===== src/rtl/irqc_pkg.sv =====
package irqc_pkg;
    localparam int LVL_LO = 0;
    localparam int LVL_HI = 1;
    typedef logic [1:0] lvl_vec_t;
endpackage


===== src/rtl/irqc_flags.sv =====
module irqc_flags #(
    parameter int N_SRC = 8,
    parameter int N_EXT = 2,
    localparam int IDX_W = $clog2(N_SRC),
    localparam int N_INT = N_SRC - N_EXT
) (
    input  logic             clk,
    input  logic             rst_n,
    input  logic [N_EXT-1:0] ext_n_i,
    input  logic [N_EXT-1:0] edge_mode_i,
    input  logic [N_INT-1:0] hw_set_i,
    input  logic [N_SRC-1:0] sw_set_i,
    input  logic [N_SRC-1:0] sw_clr_i,
    input  logic             ack_i,
    input  logic [IDX_W-1:0] ack_idx_i,
    output logic [N_SRC-1:0] flag_o
);
    typedef struct packed {
        logic [N_SRC-1:0] flag;
        logic [N_EXT-1:0] pin_prev;
    } fl_st_t;

    fl_st_t st_d, st_q;
    logic [N_SRC-1:0] flag_nxt;

    for (genvar g = 0; g < N_SRC; g++) begin : g_src
        if (g < N_EXT) begin : g_ext
            logic fall, acked;
            assign fall  = st_q.pin_prev[g] & ~ext_n_i[g];
            assign acked = ack_i && (ack_idx_i == IDX_W'(g));
            assign flag_nxt[g] = edge_mode_i[g]
                ? ((st_q.flag[g] & ~sw_clr_i[g] & ~acked) | sw_set_i[g] | fall)
                : ~ext_n_i[g];
        end else begin : g_int
            assign flag_nxt[g] = (st_q.flag[g] & ~sw_clr_i[g])
                               | hw_set_i[g-N_EXT] | sw_set_i[g];
        end
    end

    always_comb begin
        st_d          = st_q;
        st_d.flag     = flag_nxt;
        st_d.pin_prev = ext_n_i;
    end

    always_ff @(posedge clk or negedge rst_n) begin
        if (!rst_n) begin
            st_q.flag     <= '0;
            st_q.pin_prev <= '1;
        end else begin
            st_q <= st_d;
        end
    end

    assign flag_o = st_q.flag;
endmodule


===== src/rtl/irqc_poll.sv =====
module irqc_poll #(
    parameter int N_SRC = 8,
    localparam int IDX_W = $clog2(N_SRC)
) (
    input  logic             clk,
    input  logic             rst_n,
    input  logic [N_SRC-1:0] flag_i,
    input  logic [N_SRC-1:0] en_i,
    input  logic [N_SRC-1:0] prio_i,
    input  logic             glob_en_i,
    output logic             hi_any_o,
    output logic [IDX_W-1:0] hi_idx_o,
    output logic             lo_any_o,
    output logic [IDX_W-1:0] lo_idx_o
);
    typedef struct packed {
        logic [N_SRC-1:0] hi;
        logic [N_SRC-1:0] lo;
    } smp_st_t;

    smp_st_t st_d, st_q;
    logic [N_SRC-1:0] elig;

    always_comb begin
        elig    = flag_i & en_i & {N_SRC{glob_en_i}};
        st_d.hi = elig & prio_i;
        st_d.lo = elig & ~prio_i;
    end

    always_ff @(posedge clk or negedge rst_n) begin
        if (!rst_n) st_q <= '0;
        else        st_q <= st_d;
    end

    // fixed polling order: lowest index first within a level
    always_comb begin
        hi_idx_o = '0;
        lo_idx_o = '0;
        for (int i = N_SRC - 1; i >= 0; i--) begin
            if (st_q.hi[i]) hi_idx_o = IDX_W'(i);
            if (st_q.lo[i]) lo_idx_o = IDX_W'(i);
        end
        hi_any_o = |st_q.hi;
        lo_any_o = |st_q.lo;
    end
endmodule


===== src/rtl/irqc_nest.sv =====
module irqc_nest
    import irqc_pkg::*;
#(
    parameter int N_SRC = 8,
    localparam int IDX_W = $clog2(N_SRC)
) (
    input  logic             clk,
    input  logic             rst_n,
    input  logic             hi_any_i,
    input  logic [IDX_W-1:0] hi_idx_i,
    input  logic             lo_any_i,
    input  logic [IDX_W-1:0] lo_idx_i,
    input  logic             last_cyc_i,
    input  logic             reti_i,
    input  logic             reg_acc_i,
    output logic             fire_o,
    output logic [IDX_W-1:0] fire_idx_o,
    output logic             vec_req_o,
    output logic [IDX_W-1:0] vec_idx_o,
    output lvl_vec_t         insvc_o
);
    typedef struct packed {
        lvl_vec_t         isv;
        logic             vec;
        logic [IDX_W-1:0] idx;
    } nst_st_t;

    nst_st_t st_d, st_q;
    logic gate, take_hi, take_lo;

    always_comb begin
        gate    = last_cyc_i & ~reti_i & ~reg_acc_i;
        take_hi = gate & hi_any_i & ~st_q.isv[LVL_HI];
        take_lo = gate & ~take_hi & lo_any_i & (st_q.isv == 2'b00);
        fire_o     = take_hi | take_lo;
        fire_idx_o = take_hi ? hi_idx_i : lo_idx_i;

        st_d     = st_q;
        st_d.vec = fire_o;
        if (fire_o) st_d.idx = fire_idx_o;
        if (reti_i) begin
            if (st_q.isv[LVL_HI]) st_d.isv[LVL_HI] = 1'b0;
            else                  st_d.isv[LVL_LO] = 1'b0;
        end
        if (take_hi) st_d.isv[LVL_HI] = 1'b1;
        if (take_lo) st_d.isv[LVL_LO] = 1'b1;
    end

    always_ff @(posedge clk or negedge rst_n) begin
        if (!rst_n) st_q <= '0;
        else        st_q <= st_d;
    end

    assign vec_req_o = st_q.vec;
    assign vec_idx_o = st_q.idx;
    assign insvc_o   = st_q.isv;
endmodule


===== src/rtl/nested_irq_ctrl.sv =====
module nested_irq_ctrl #(
    parameter int N_SRC = 8,
    parameter int N_EXT = 2,
    localparam int IDX_W = $clog2(N_SRC),
    localparam int N_INT = N_SRC - N_EXT
) (
    input  logic             clk,
    input  logic             rst_n,
    input  logic [N_EXT-1:0] ext_n_i,
    input  logic [N_EXT-1:0] edge_mode_i,
    input  logic [N_INT-1:0] hw_set_i,
    input  logic [N_SRC-1:0] sw_set_i,
    input  logic [N_SRC-1:0] sw_clr_i,
    input  logic [N_SRC-1:0] en_i,
    input  logic [N_SRC-1:0] prio_i,
    input  logic             glob_en_i,
    input  logic             last_cyc_i,
    input  logic             reti_i,
    input  logic             reg_acc_i,
    output logic             vec_req_o,
    output logic [IDX_W-1:0] vec_idx_o,
    output logic [1:0]       insvc_o,
    output logic [N_SRC-1:0] flags_o
);
    logic             hi_any, lo_any, fire;
    logic [IDX_W-1:0] hi_idx, lo_idx, fire_idx;

    irqc_flags #(.N_SRC(N_SRC), .N_EXT(N_EXT)) u_flags (
        .clk(clk), .rst_n(rst_n),
        .ext_n_i(ext_n_i), .edge_mode_i(edge_mode_i),
        .hw_set_i(hw_set_i), .sw_set_i(sw_set_i), .sw_clr_i(sw_clr_i),
        .ack_i(fire), .ack_idx_i(fire_idx),
        .flag_o(flags_o)
    );

    irqc_poll #(.N_SRC(N_SRC)) u_poll (
        .clk(clk), .rst_n(rst_n),
        .flag_i(flags_o), .en_i(en_i), .prio_i(prio_i), .glob_en_i(glob_en_i),
        .hi_any_o(hi_any), .hi_idx_o(hi_idx),
        .lo_any_o(lo_any), .lo_idx_o(lo_idx)
    );

    irqc_nest #(.N_SRC(N_SRC)) u_nest (
        .clk(clk), .rst_n(rst_n),
        .hi_any_i(hi_any), .hi_idx_i(hi_idx),
        .lo_any_i(lo_any), .lo_idx_i(lo_idx),
        .last_cyc_i(last_cyc_i), .reti_i(reti_i), .reg_acc_i(reg_acc_i),
        .fire_o(fire), .fire_idx_o(fire_idx),
        .vec_req_o(vec_req_o), .vec_idx_o(vec_idx_o), .insvc_o(insvc_o)
    );
endmodule


===== config.mk =====
export PLATFORM = sky130hd
export DESIGN_NAME = nested_irq_ctrl
export DESIGN_NICKNAME = d
export VERILOG_FILES = /design/src/rtl/irqc_pkg.sv /design/src/rtl/irqc_flags.sv /design/src/rtl/irqc_poll.sv /design/src/rtl/irqc_nest.sv /design/src/rtl/nested_irq_ctrl.sv
export SDC_FILE = /design/constraint.sdc
export NUM_CORES = 1
export LEC_CHECK = 0
export BUFFER_PORTS_ARGS = -buffer_cell sky130_fd_sc_hd__clkbuf_2
export CAP_MARGIN = 5
export CORE_UTILIZATION = 47
export DETAILED_ROUTE_END_ITERATION = 7
export GPL_TIMING_DRIVEN = 0
export PLACE_DENSITY = 0.78
export SETUP_SLACK_MARGIN = 0.2
export SLEW_MARGIN = 10
export SYNTH_ARGS = -nofsm -noshare
export SYNTH_HDL_FRONTEND = slang
export SYNTH_SLANG_ARGS = --single-unit

===== constraint.sdc =====
create_clock -name clk -period 1.83 [get_ports clk]
set_input_delay 0.183 -clock clk [delete_from_list [all_inputs] [get_ports clk]]
set_output_delay 0.183 -clock clk [all_outputs]
set_load 0.1 [all_outputs]

==> results of run 1 <==
-- through the flow --
step	setup slack (ps)	cells	util [%]	power [mW]
final	47.8	284	70.7	2.01
after floorplan	10.2	157	-	1.37
after detailed placement	-20.9	261	61.3	1.52
after CTS	76.6	278	68.2	2.00
after global routing	-59.9	284	70.7	2.11
after global placement	-46.7	261	61.3	1.51
-- layout make-up --
type / instances / area, µm²
fillers: 260 / 901
flip-flops and latches: 32 / 813
multi-input cells: 92 / 646
repair buffers: 76 / 444
inverters: 24 / 90.1
clock buffers: 7 / 65.1
plain buffers: 9 / 63.8
well taps: 44 / 55.1
-- critical path, stage by stage (launching register included) --
cell and delay, ps:
dfrtp_2 450, or4_4 540, a22oi_2 190, a21oi_2 70
nor4_4 310, a21oi_1 100
-- final timing paths --
check / end / cells after the start
min in group asynchronous: u_nest.insvc_o[1] / 2
setup reg to reg: u_flags.flag_o[0] / 5
max in group asynchronous: u_nest.insvc_o[1] / 2
hold / removal: u_poll.st_q[4] / 2
hold reg to reg: u_nest.vec_idx_o[0] / 1
setup / recovery: u_flags.flag_o[0] / 5
-- cells by family after synthesis --
family / Yosys count / share of synthesized area, %
flip-flops: 32 / 52.7
AND/OR/NAND/NOR: 57 / 21.6
buffers and inverters: 33 / 10.1
AO/OA/AOI/OAI: 34 / 14.9
multiplexers: 1 / 0.738
-- repair_timing --
action / CTS / global route
endpoints found under the hold margin: 32 / 2
pin swaps: 10 / 5
resized for setup: 12 / 8
hold buffers: 3 / 2
endpoints found under the setup margin: 5 / 5
buffers inserted: 7 / 4
-- state kept, by name, summed over array words and instances (netlist names) --
name,count
u_flags.flag_o,8
u_flags.st_q,2
u_nest.insvc_o,2
u_nest.vec_idx_o,3
u_nest.vec_req_o,1
u_poll.st_q,16
-- power by group --
| group | internal [mW] | total [mW] | switching (mW) |
|---|---|---|---|
| Sequential | 0.778 | 0.837 | 0.0594 |
| Combinational | 0.200 | 0.746 | 0.546 |
| Clock | 0.218 | 0.430 | 0.212 |
| Total | 1.20 | 2.01 | 0.817 |
-- layer usage --
| layer | part of all wire, % | vias up | wire (µm) | global-route usage (%) |
|---|---|---|---|---|
| met2 | 49 | 66 | 1570 | 35.4 |
| li1 | - | 683 | - | - |
| met1 | 42 | 621 | 1330 | 24.2 |
| met5 | 0 | - | 0 | 0 |
| met4 | 2.0 | 0 | 63 | 7.82 |
| met3 | 7.3 | 7 | 232 | 7.25 |
-- cells in the final DEF, fill, tap and decap left out, drive strengths merged --
master,Yosys,final
clkbuf,1,68
dfrtp,30,30
nor2,29,29
inv,24,24
buf,8,19
a21oi,11,11
nand3,9,9
o21ai,9,9
dlygate4sd3,0,5
nor4,4,4
a21o,4,4
nor3,3,3
nand2,2,2
and3,2,2
nor2b,2,2
dfstp,2,2
a31oi,2,2
or4,2,2
nor4b,1,1
a21boi,1,1
a22oi,1,1
o31ai,1,1
a2111oi,1,1
nor3b,1,1
o21a,1,1
nand2b,1,1
o22ai,1,1
a211oi,1,1
nand3b,1,1
mux2,1,1
a41oi,1,1
==> key figures, run 1 <==
Yosys
  • Syn nets: around 210
  • EDFF count, synth: 0
  • Top cell type's share of synthesized area: roughly half
  • Post-Syn Area per Cell: between 9 and 10 µm²
  • Register area share after synthesis: 52.7%
  • Netlist cell types: 34
  • Synthesis Warnings: 0
  • Ranking of synthesized cells by area: dfrtp_1 (49%), nor2_1 (7.1%), inv_1 (5.7%), buf_4 (3.9%), a21oi_1 (3.6%)
  • Mapped Cells: around 160
  • Mapped Area: approximately 0.0015 mm²
  • Largest area contributor in the netlist: dfrtp_1
  • Synth Flop Type: dfrtp_1
  • Most frequent cell after synthesis: dfrtp_1
  • Synth top cells by count: dfrtp_1 (30), nor2_1 (29), inv_1 (23)
  • FF+latch count, synth: 32
  • Ys async rst share: 100%

Timing
  • Final min period: ~1800 ps
  • Setup TNS Final: 0 ps
  • Final Cycle Share: a little over nine tenths
  • Max-slew violation count: 0
  • RSZ-0062 raised after global routing: true
  • Rel. slew slack: approximately half
  • Final Hold Vio Count: 0
  • F_max: 561 MHz
  • Clock Skew: 4.63 ps
  • Least-Margin Pin Slew: 759 ps
  • Final setup viols: 0
  • Hold WS: 17.0 ps

Setup path
  • Worst path arrival time: slightly below 2000 ps
  • R2r startpoint: u_poll.st_q[13]
  • CP required: 2030 ps
  • Crit path max fanout: 4
  • Worst Setup SP: u_poll.st_q[13]
  • R2r setup slk: roughly 48 ps
  • Worst Setup Start Kind: register
  • Crit path capture type: register
  • Critical path type: reg -> reg

Floorplan
  • Initial Util: between 40% and 50%
  • Die ar.: roughly 0.0035 mm²
  • I/O pin cnt: 62
  • CORE AREA: slightly above 0.003 mm²
  • Chip height: roughly 59 µm
  • Die X: between 50 and 60 µm
  • FP Rows: 20

Detailed routing
  • Iter 0 DRT Violations: 31
  • DRC: 0
  • Post-Route WL: roughly 3200 µm
  • Pre-antenna DRT Iters: 4
  • Via Count: roughly 1400
  • Via/cell ratio: 4.85
  • Wire per inst: ~11 µm
  • Post-route ant nets: 0

Clocking
  • CTS tree: built
  • CTS Buffer Depth: 2
  • Clock Tree Root: clkbuf_4
  • H-tree depth: 2
  • Clk Latency, worst-skew pair: 320 ps
  • Worst-path clk slew: ~90 ps
  • Sink Count: 32
  • CTS buffer count: 5

Finish
  • Area delta synth->final: 42.7%
  • Diodes inserted: 0
  • Share of cells above drive strength 1: 46.7%
  • Layout Nets: between 200 and 300
  • Final instance area: 0.00218 mm²

GRT
  • Largest net degree at the start of global routing: 33
  • GRT Resource Usage Total: about a fifth
  • Number of global-route vias before repair: roughly 1200
  • Gr ovfl total: 0
  • First-pass GRT wire length: about 5200 µm
  • Initial antenna violation count: 0

Placement
  • GPL Wtd Cong: between 0.7 and 0.8
  • Port buffer count: 60
  • Placed cell area: about 0.0019 mm²
  • Hpwl dp: 2200 µm

Worst hold path
  • Class of the worst hold path: in -> reg
  • Hold_sp: prio_i[4]

Power and ir drop
  • Pwr Density: slightly above 900 mW/mm²
  • Worst IR drop on VDD: roughly 600 µV
  • LEAKAGE: ~1.2 nW

Status
  • Status: complete, no violations

Run
  • Max-cap viol count: 0
Power figures use the tool's default switching activity.
==> run 2, diff against run 1 <==
BUFFER_PORTS_ARGS = default   (was -buffer_cell sky130_fd_sc_hd__clkbuf_2)
CORE_UTILIZATION = 55   (was 47)
DONT_BUFFER_PORTS = 1   (was default)
PLACE_DENSITY = 0.7   (was 0.78)
==> key figures, run 2 (synthesized netlist as in run 1, its figures left out) <==
Status
  • Status: finished with violations
  • Failing checks: setup timing

Setup path
  • Crit-path slowest cell: dfrtp_4
  • Crit path capture type: register
  • Buf/Inv on CP: 1 (+1)
  • Slowest cell delay on critical path: 640 ps (+100 ps)
  • CP required: 2070 ps (+40 ps)
  • R2r setup slk: -20 ps (-70 ps)
  • Worst Setup Start Kind: register
  • Critical path type: reg -> reg
  • R2R depth: 6 (+1)
  • R2r startpoint: u_nest.insvc_o[1]
  • Crit path max fanout: 4 (unchanged)
  • Cell class contributing the biggest share of worst-path delay: flip-flops
  • Worst path arrival time: 2090 ps (+100 ps)
  • Worst path cell trace: nor4b_4 -> a21boi_4 -> buf_6 -> and3_4 -> nor3_2 -> a21oi_1
  • Reg2reg end: u_nest.vec_idx_o[1]

Power and ir drop
  • Pwr Density: 992 mW/mm² (+7.3%)
  • Total power: 2.13 mW (+6.0%)
  • Worst IR drop on VDD: 1250 µV (+110%)
  • LEAKAGE: 1.02 nW (-11%)

Worst hold path
  • Hold EP: u_poll.st_q[12]
  • WHS Path Cells: 2 (unchanged)
  • Class of the worst hold path: in -> reg
  • Hold_sp: en_i[4]

Clocking
  • CTS buffer count: 5 (unchanged)
  • Clock Tree Root: clkbuf_4
  • Sink Count: 32 (unchanged)
  • CTS tree: built
  • Clk Latency, worst-skew pair: 330 ps (about the same)
  • H-tree depth: 2 (unchanged)
  • Worst-path clk slew: 100 ps (about the same)
  • CTS Buffer Depth: 2 (unchanged)

Detailed routing
  • Via/cell ratio: 5.57 (+15%)
  • Via Count: 1315 (-4.5%)
  • Pre-antenna DRT Iters: 4 (unchanged)
  • DRC: 0 (unchanged)
  • Iter 0 DRT Violations: 25 (-19%)
  • Post-Route WL: 3910 µm (+22%)
  • Post-route ant nets: 0 (unchanged)
  • Wire per inst: 16.6 µm (+47%)

Timing
  • Max-slew violation count: 0 (unchanged)
  • Setup TNS Final: -33.8 ps (-33.8 ps)
  • Least-Margin Pin Slew: 906 ps (+147 ps)
  • RSZ-0062 raised after global routing: true
  • F_max: 541 MHz (-3.6%)
  • Clock Skew: 13.4 ps (+8.72 ps)
  • Final min period: 1850 ps (+67.1 ps)
  • Final Cycle Share: 101% (+3.7 points)
  • Rel. slew slack: 39.6% (-9.8 points)
  • Final Hold Vio Count: 0 (unchanged)
  • Setup ws final: -19.3 ps (-67.1 ps)
  • Final setup viols: 4 (+4)

Finish
  • Max FFs per register: 16 (unchanged)
  • Leading cell type in the layout, fill and taps excluded: dlygate4sd3_1
  • Diodes inserted: 0 (unchanged)
  • Register area: 811 µm² (-0.31%)
  • Share of cells above drive strength 1: 21.8% (-25 points)
  • Final instance area: 0.00215 mm² (-1.2%)
  • Most frequent cells in the layout: dlygate4sd3_1 (35), nor2_1 (29), dfrtp_1 (26)
  • Reg with most FFs: u_poll.st_q
  • Area of the multi-input gates: 642 µm² (-0.58%)
  • Final Util: 84.5% (+14 points)
  • Layout Nets: 253 (-12%)
  • Area delta synth->final: 41.0%
  • Fillers: 146 (-44%)

Floorplan
  • FP Rows: 18 (-10%)
  • Chip height: 54.7 µm (-7.3%)
  • Initial Util: 59.9% (+10 points)
  • CORE AREA: 0.00254 mm² (-17%)
  • Die ar.: 0.00299 mm² (-14%)
  • Die X: 54.7 µm (-7.3%)
  • I/O pin cnt: 62 (unchanged)

GRT
  • GRT Resource Usage Total: 28.7% (+7.9 points)
  • Initial antenna violation count: 0 (unchanged)
  • Number of global-route vias before repair: 1376 (+12%)
  • Gr ovfl total: 0 (unchanged)
  • First-pass GRT wire length: 5730 µm (+9.8%)
  • Largest net degree at the start of global routing: 33 (unchanged)

Run
  • Max-cap viol count: 0 (unchanged)

Placement
  • Hpwl dp: 2010 µm (-8.6%)
  • GPL Wtd Cong: 0.848 (+6.4%)
  • Port buffer count: 0 (-100%)
  • Placed cell area: 0.00157 mm² (-17%)
==> run 2: cell count changes in the layout (fill, tap and decap cells not counted), sizes merged <==
cell / delta
clkbuf: -60
dlygate4sd3: +30
bufinv: +1
buf: -5
==> run 2: worst max path at each step <==
stage	slack, ps	startpoint	endpoint	cells past startpoint
detailed placement	-190	u_nest.insvc_o[1]	u_flags.flag_o[1]	5
finish	-20	u_nest.insvc_o[1]	u_nest.vec_idx_o[1]	6
global placement	-170	u_nest.insvc_o[1]	u_flags.flag_o[1]	5
global route	-70	u_nest.insvc_o[1]	u_nest.vec_idx_o[1]	6
floorplan	10	u_nest.insvc_o[1]	u_flags.flag_o[0]	5
CTS	-30	u_nest.insvc_o[1]	u_flags.flag_o[1]	6
==> run 2: layer usage <==
layer  routed length (µm)  vias to the layer above  global-route usage (%)
met2                 2180                       56                    53.4
met4                  172                        0                    17.5
met5                    0                        -                       0
li1                     -                      614                       -
met3                  140                       20                    6.67
met1                 1410                      625                    28.0
==> run 2: repair_timing <==
action / 4_1_cts / 5_1_grt
buffers inserted: 4 / 1
pin swaps: 6 / 9
endpoints found under the setup margin: 5 / 7
gates resized for setup: 8 / 7
hold buffers: 36 / 0
endpoints found under the hold margin: 58 / 0
==> run 2: worst reg2reg max path: stages (launching register included) <==
cell and delay (ps):
dfrtp_4 640, nor4b_4 300, a21boi_4 280, buf_6 150, and3_4 200, nor3_2 50, a21oi_1 160
==> run 2: area by class of cell <==
type | count | share of cell area (%)
Sequential cell | 32 | 37.7
Clock inverter | 1 | 1.40
Inverter | 24 | 4.19
Timing Repair Buffer | 41 | 19.1
Tap cell | 30 | 1.75
Multi-Input combinational cell | 92 | 29.8
Clock buffer | 7 | 3.03
Buffer | 9 | 2.97
==> run 2: metrics by stage <==
step / worst slack [ps] / instances / hold slack [ps]
after global routing: -73.2 / 236 / 18.7
after floorplan: 10.2 / 157 / -113
after global placement: -172 / 187 / -112
final: -19.3 / 236 / 10.3
after CTS: -32.9 / 235 / 0.0800
after detailed placement: -192 / 187 / -112
==> run 2: where the power goes <==
part           leakage [nW]  total [mW]  internal [mW]  switching, mW
sequential            0.389        1.14          0.771          0.370
combinational         0.579       0.395          0.174          0.221
clock                0.0515       0.598          0.363          0.235
